File: config.mk
export PLATFORM = sky130hd
export DESIGN_NAME = nfcr_ctrl_regs
export DESIGN_NICKNAME = d
export VERILOG_FILES = /design/src/rtl/nfcr_pkg.sv /design/src/rtl/nfcr_decode.sv /design/src/rtl/nfcr_launch.sv /design/src/rtl/nfcr_status.sv /design/src/rtl/nfcr_ctrl_regs.sv
export SDC_FILE = /design/constraint.sdc
export NUM_CORES = 1
export LEC_CHECK = 0
export ABC_AREA = 0
export ABC_CLOCK_PERIOD_IN_PS = 1800
export BUFFER_PORTS_ARGS = -buffer_cell sky130_fd_sc_hd__buf_2
export CAP_MARGIN = 20
export CORE_MARGIN = 3
export CORE_UTILIZATION = 46
export DETAILED_ROUTE_END_ITERATION = 10
export GPL_TIMING_DRIVEN = 0
export PLACE_DENSITY_LB_ADDON = 0.08
export SLEW_MARGIN = 5
export SYNTH_ARGS = -nofsm -noshare
export SYNTH_HDL_FRONTEND = slang
export SYNTH_SLANG_ARGS = --single-unit
File: constraint.sdc
create_clock -name clk -period 1.8 [get_ports clk]
set_clock_uncertainty 0.05 [all_clocks]
set_input_delay 0.27 -clock clk [delete_from_list [all_inputs] [get_ports clk]]
set_output_delay 0.27 -clock clk [all_outputs]
set_load 0.05 [all_outputs]
File: src/rtl/nfcr_pkg.sv
package nfcr_pkg;
  localparam int NREG = 7;

  // Register slot indices; the byte offset of a slot is 4 * index
  localparam int IDX_CMD_MAIN = 0;
  localparam int IDX_CMD_AUX  = 1;
  localparam int IDX_COL      = 2;
  localparam int IDX_ROW      = 3;
  localparam int IDX_SIZE     = 4;
  localparam int IDX_CFG      = 5;
  localparam int IDX_STAT     = 6;

  // Writable bits of each register
  localparam logic [31:0] CMD_MAIN_MASK = 32'hFFFF_FF06;
  localparam logic [31:0] CMD_AUX_MASK  = 32'hFF00_0000;
  localparam logic [31:0] CFG_MASK      = 32'h7FFF_00FF;

  // Bit positions in the status register and the main command register
  localparam int START_POS    = 0;
  localparam int CLR_IDLE_POS = 17;
  localparam int CLR_DONE_POS = 18;
  localparam int IEN_POS      = 20;
  localparam int IDLE_POS     = 29;
  localparam int DONE_POS     = 30;

  typedef enum logic [2:0] {
    ECC_OFF = 3'd0,
    ECC_45  = 3'd6,
    ECC_60  = 3'd7
  } ecc_mode_e;

  function automatic logic [6:0] ecc_parity_bytes(input logic [2:0] mode);
    case (mode)
      ECC_45:  return 7'd45;
      ECC_60:  return 7'd60;
      default: return 7'd0;
    endcase
  endfunction

  function automatic logic [11:0] ecc_stat_byte_addr(input logic [8:0] dword_idx);
    return {dword_idx, 3'b000};
  endfunction
endpackage

File: src/rtl/nfcr_decode.sv
module nfcr_decode #(
  parameter int ADDR_W = 8
) (
  input  logic                      bus_sel,
  input  logic                      bus_wr,
  input  logic [ADDR_W-1:0]         bus_addr,
  output logic [nfcr_pkg::NREG-1:0] rd_hit,
  output logic [nfcr_pkg::NREG-1:0] wr_hit
);
  for (genvar i = 0; i < nfcr_pkg::NREG; i++) begin : g_slot
    assign rd_hit[i] = bus_sel && (bus_addr == ADDR_W'(4 * i));
    assign wr_hit[i] = rd_hit[i] && bus_wr;
  end
endmodule

File: src/rtl/nfcr_launch.sv
module nfcr_launch #(
  parameter int DLY_W = 8
) (
  input  logic             clk,
  input  logic             rst_n,
  input  logic             start_req,
  input  logic [DLY_W-1:0] delay,
  output logic             accept,
  output logic             finish,
  output logic             busy
);
  logic [DLY_W-1:0] remain_q;

  assign accept = start_req && !busy;
  assign finish = busy && (remain_q == '0);

  always_ff @(posedge clk or negedge rst_n) begin
    if (!rst_n) begin
      busy     <= 1'b0;
      remain_q <= '0;
    end else if (accept) begin
      busy     <= 1'b1;
      remain_q <= delay;
    end else if (finish) begin
      busy     <= 1'b0;
    end else if (busy) begin
      remain_q <= remain_q - 1'b1;
    end
  end
endmodule

File: src/rtl/nfcr_status.sv
module nfcr_status (
  input  logic clk,
  input  logic rst_n,
  input  logic stat_wr,
  input  logic clr_idle,
  input  logic clr_done,
  input  logic ien_wdata,
  input  logic accept,
  input  logic finish,
  output logic idle_q,
  output logic done_q,
  output logic ien_q,
  output logic irq
);
  always_ff @(posedge clk or negedge rst_n) begin
    if (!rst_n) begin
      idle_q <= 1'b0;
      done_q <= 1'b0;
      ien_q  <= 1'b0;
    end else begin
      if (stat_wr) ien_q <= ien_wdata;
      // a completion takes priority over a clear written in the same cycle
      if (finish)                     idle_q <= 1'b1;
      else if (accept)                idle_q <= 1'b0;
      else if (stat_wr && clr_idle)   idle_q <= 1'b0;
      if (finish)                     done_q <= 1'b1;
      else if (accept)                done_q <= 1'b0;
      else if (stat_wr && clr_done)   done_q <= 1'b0;
    end
  end

  assign irq = idle_q && ien_q;
endmodule

File: src/rtl/nfcr_ctrl_regs.sv
module nfcr_ctrl_regs #(
  parameter int ADDR_W = 8,
  parameter int SIZE_W = 13,
  parameter int DLY_W  = 8
) (
  input  logic              clk,
  input  logic              rst_n,
  input  logic              bus_sel,
  input  logic              bus_wr,
  input  logic [ADDR_W-1:0] bus_addr,
  input  logic [31:0]       bus_wdata,
  output logic [31:0]       bus_rdata,
  input  logic [DLY_W-1:0]  seq_delay,
  output logic              seq_launch,
  output logic              seq_busy,
  output logic [7:0]        seq_cmd_first,
  output logic [7:0]        seq_cmd_second,
  output logic [15:0]       seq_cycle_code,
  output logic [1:0]        seq_buf_id,
  output logic [15:0]       seq_col,
  output logic [23:0]       seq_row,
  output logic [SIZE_W-1:0] seq_xfer_size,
  output logic [3:0]        chip_sel,
  output logic [3:0]        rb_sel,
  output logic [31:0]       cfg_word,
  output logic [2:0]        cfg_ecc_mode,
  output logic [6:0]        cfg_ecc_bytes,
  output logic [11:0]       cfg_ecc_stat_addr,
  output logic              irq
);
  import nfcr_pkg::*;

  logic [NREG-1:0]   rd_hit, wr_hit;
  logic [31:0]       cmd_main_q, cmd_aux_q, row_q, cfg_q;
  logic [15:0]       col_q;
  logic [SIZE_W-1:0] size_q;
  logic              start_q;
  logic              accept_ev, finish_ev;
  logic              idle_q, done_q, ien_q;
  logic              stat_wr;

  nfcr_decode #(.ADDR_W(ADDR_W)) u_decode (
    .bus_sel (bus_sel),
    .bus_wr  (bus_wr),
    .bus_addr(bus_addr),
    .rd_hit  (rd_hit),
    .wr_hit  (wr_hit)
  );

  always_ff @(posedge clk or negedge rst_n) begin
    if (!rst_n) begin
      cmd_main_q <= '0;
      cmd_aux_q  <= '0;
      col_q      <= '0;
      row_q      <= '0;
      size_q     <= '0;
      cfg_q      <= '0;
      start_q    <= 1'b0;
    end else begin
      // start lives for one cycle: it is either accepted or dropped
      start_q <= wr_hit[IDX_CMD_MAIN] && bus_wdata[START_POS];
      if (wr_hit[IDX_CMD_MAIN]) cmd_main_q <= bus_wdata & CMD_MAIN_MASK;
      if (wr_hit[IDX_CMD_AUX])  cmd_aux_q  <= bus_wdata & CMD_AUX_MASK;
      if (wr_hit[IDX_COL])      col_q      <= bus_wdata[15:0];
      if (wr_hit[IDX_ROW])      row_q      <= bus_wdata;
      if (wr_hit[IDX_SIZE])     size_q     <= bus_wdata[SIZE_W-1:0];
      if (wr_hit[IDX_CFG])      cfg_q      <= bus_wdata & CFG_MASK;
    end
  end

  nfcr_launch #(.DLY_W(DLY_W)) u_launch (
    .clk      (clk),
    .rst_n    (rst_n),
    .start_req(start_q),
    .delay    (seq_delay),
    .accept   (accept_ev),
    .finish   (finish_ev),
    .busy     (seq_busy)
  );

  assign stat_wr = wr_hit[IDX_STAT];

  nfcr_status u_status (
    .clk      (clk),
    .rst_n    (rst_n),
    .stat_wr  (stat_wr),
    .clr_idle (bus_wdata[CLR_IDLE_POS]),
    .clr_done (bus_wdata[CLR_DONE_POS]),
    .ien_wdata(bus_wdata[IEN_POS]),
    .accept   (accept_ev),
    .finish   (finish_ev),
    .idle_q   (idle_q),
    .done_q   (done_q),
    .ien_q    (ien_q),
    .irq      (irq)
  );

  always_comb begin
    bus_rdata = '0;
    if (rd_hit[IDX_CMD_MAIN]) bus_rdata = cmd_main_q | {31'b0, start_q};
    if (rd_hit[IDX_CMD_AUX])  bus_rdata = cmd_aux_q;
    if (rd_hit[IDX_COL])      bus_rdata = {16'b0, col_q};
    if (rd_hit[IDX_ROW])      bus_rdata = row_q;
    if (rd_hit[IDX_SIZE])     bus_rdata = {{(32-SIZE_W){1'b0}}, size_q};
    if (rd_hit[IDX_CFG])      bus_rdata = cfg_q;
    if (rd_hit[IDX_STAT]) begin
      bus_rdata[DONE_POS] = done_q;
      bus_rdata[IDLE_POS] = idle_q;
      bus_rdata[IEN_POS]  = ien_q;
    end
  end

  assign seq_launch        = accept_ev;
  assign seq_cmd_first     = cmd_main_q[31:24];
  assign seq_cycle_code    = cmd_main_q[23:8];
  assign seq_buf_id        = cmd_main_q[2:1];
  assign seq_cmd_second    = cmd_aux_q[31:24];
  assign seq_col           = col_q;
  assign seq_row           = row_q[23:0];
  assign chip_sel          = row_q[27:24];
  assign rb_sel            = row_q[31:28];
  assign seq_xfer_size     = size_q;
  assign cfg_word          = cfg_q;
  assign cfg_ecc_mode      = cfg_q[19:17];
  assign cfg_ecc_bytes     = ecc_parity_bytes(cfg_q[19:17]);
  assign cfg_ecc_stat_addr = ecc_stat_byte_addr(cfg_q[30:22]);
endmodule

==> impl_metrics.csv <==
group,metric,value,unit
outcome,violations,"negative setup slack",
route,wl_per_cell,20.8,microns
cts,cts_buffer_depth,2,
timing,timing.final.crit_period,2330,ps
die,die_y,127,microns
die,top_level_ports,236,
synthesis,synth_common_cells,"dfrtp_1 (131), mux2_2 (96), mux2_4 (40)",
synthesis,synth_top_flop_cell,"dfrtp_1",
placement,dp_hpwl,14600,microns
timing,fmax,0.429,GHz
power_and_ir_drop,p_per_area,753,mW/mm^2
timing,post-route-period-util,129,%
power_and_ir_drop,total_leakage_power,0.00581,uW
die,initial_core_util,47.6,%
timing,hold_violations,0,
final_layout,antenna_cells,0,
power_and_ir_drop,ir_worst_vdd,802,uV
power_and_ir_drop,p_total,8150,uW
timing,rsz0062_at_grt,"yes",
cts,clk_pin_slew,60,ps
synthesis,yosysMostFrequentCell,"dfrtp_1",
global_route,antenna_found_initial,0,
global_route,grt_pass1_wl,33100,microns
setup_path,worst_setup_path_start_kind,"input port",
timing,tightest_slew,632,ps
die,coreArea,0.0141,sq mm
route,drc,0,
synthesis,syn_area,0.00671,sq mm
die,chipWidth,127,microns
route,postRouteAntennaNets,0,
final_layout,drive_above_1_share,71.9,%
synthesis,ys_types,57,
route,drt_iter0_drc,207,
flow_run,cap_violations,0,
synthesis,yosysTopAreaCell,"dfrtp_1",
final_layout,num-fill-cells,898,
worst_hold_path,hp-class,"in -> reg",
cts,cts_max_level,4,
die,die_area,0.0161,sq mm
setup_path,r2r_setup_slack,0,ps
final_layout,seq_area,0.00328,sq mm
die,rows,43,
synthesis,synth_top_area_share,48.8,%
final_layout,nets,901,
synthesis,netlist_instances,537,
synthesis,synth_edf_count,0,
synthesis,yosysSeqAreaShare,48.8,%
setup_path,worst_setup_path_end_kind,"output pin",
route,drt_wl_total,21700,microns
global_route,grt_max_degree,69,
route,dr.pass1.iters,5,
global_route,track_usage,26.8,%
placement,pre_cts_ws,-1010,ps
synthesis,synth_seq_cells,131,
cts,cts_tree,"yes",
setup_path,cp.arrival,2010,ps
cts,clockRootBuffer,"clkbuf_16",
timing,fin_ws,-530,ps
placement,place.gp.congestion,0.803,
outcome,status,"complete, but fails checks",
timing,setup_violations,106,
route,vias,5623,
timing,slew_headroom,57.8,%
final_layout,multi_input_area,0.00389,sq mm
cts,clock_sinks,131,
setup_path,cp.required,1480,ps
placement,port_buffers,220,
route,viasPerCell,5.41,
synthesis,yosysWarnings,0,
synthesis,syn_area_per_cell,12.5,sq um
global_route,grt_overflow,0,
setup_path,crit_type,"in -> out",
setup_path,crit_path_max_fanout,5,
final_layout,area_growth,61.3,%
cts,clk_latency,420,ps
cts,numCtsBuffers,17,
synthesis,synth_area_leaders,"dfrtp_1 (49%), mux2_2 (16%), mux2_4 (8.9%)",
synthesis,ys_async_sr_fraction,100,%
global_route,grt_pass1_vias,5887,
timing,maxSlewViolCount,0,
final timing paths:
path | endpoint | from | cells past startpoint
setup reg to reg | u_launch.remain_q[5] | u_launch.remain_q[1] | 7
setup / recovery | bus_rdata[12] | bus_addr[7] | 7
hold reg to reg | seq_col[13] | seq_col[13] | 1
hold / removal | u_launch.remain_q[6] | seq_delay[6] | 2
min in group asynchronous | cmd_main_q[8] | rst_n | 2
max in group asynchronous | start_q | rst_n | 3
layout make-up:
type,count,share of cell area [%]
plain buffers,51,5.51
clock buffers,19,4.00
clock inverters,12,1.69
inverters,7,0.277
multi-input cells,358,35.9
flip-flops and latches,131,30.3
well taps,180,2.08
repair buffers,282,20.2
sequential cells by signal, indices dropped and copies added (netlist names), 8 cells and up:
name / cells
seq_col: 16
cmd_main_q: 26
row_q: 32
cfg_word: 23
cmd_aux_q: 8
u_launch.remain_q: 8
seq_xfer_size: 13
stage by stage:
step / instances / hold WS, ps / area, sq um / utilization [%] / TNS (ps)
after floorplan: 550 / -75.6 / 7300 / - / -15210
after global placement: 950 / 453 / 8630 / 61.2 / -245090
after detailed placement: 951 / 257 / 8660 / 61.5 / -72690
after CTS: 1022 / 31.9 / 10400 / 74.1 / -20930
after global routing: 1040 / 39.0 / 10800 / 76.8 / -24930
final: 1040 / 39.8 / 10800 / 76.8 / -21620
layout by cell type (no fill, tap or decap), drive strengths merged, types with 2 or more instances in the layout:
master / synthesis / routed
conb: 1 / 14
or4b: 4 / 4
nor2: 38 / 38
a31oi: 2 / 2
nand3: 8 / 8
dfrtp: 131 / 131
mux2i: 12 / 12
a21oi: 10 / 10
a2111oi: 4 / 4
nor4b: 2 / 2
nor3: 5 / 5
and3: 5 / 5
a22oi: 17 / 17
inv: 7 / 7
nand2b: 6 / 6
buf: 45 / 321
nand4: 3 / 3
mux2: 136 / 136
and2: 3 / 3
o211ai: 2 / 2
o21ai: 12 / 12
o31ai: 2 / 2
a31o: 2 / 2
a32oi: 6 / 6
nor4: 3 / 3
bufinv: 0 / 4
o22ai: 4 / 4
clkbuf: 9 / 30
clkinv: 0 / 4
nand2: 39 / 39
or4: 3 / 3
o21a: 2 / 2
clkinvlp: 0 / 4
kinds of logic after synthesis:
family	count (synthesis)	share of synthesized area, %
flops	131	48.8
buf+inv	61	6.13
compound gates	71	7.38
mux	148	26.8
simple gates	124	10.6
fa+ha+maj	1	0.186
other cells	1	0.0559
critical path, cell delays in order:
cell and delay [ps]:
buf_8 100, or4b_4 620, nor4b_4 340, buf_6 190, nand2_4 60, a32oi_4 240
buf_6 190
power by group:
part / switching, uW / internal (uW) / leakage, uW
clock network: 1320 / 2320 / 0.000290
logic: 797 / 509 / 0.00372
registers: 139 / 3070 / 0.00180
layer usage:
metal / GRT usage [%] / share of wire, % / up-vias
met1: 33.6 / 42 / 2885
li1: - / - / 2558
met4: 7.57 / 1.3 / 0
met2: 45.6 / 51 / 161
met3: 6.99 / 5.3 / 19
met5: 0 / 0 / -
repair_timing:
action                                 4_1_cts  5_1_grt
endpoints found under the hold margin       63        0
gates cloned                                 3        3
hold buffers                                 1        0
setup endpoints to repair                   74      151
gates resized for setup                    193       51
pin swaps                                   41       17
setup buffers                               38       18
Note: power is estimated with default switching activity, not from simulation.
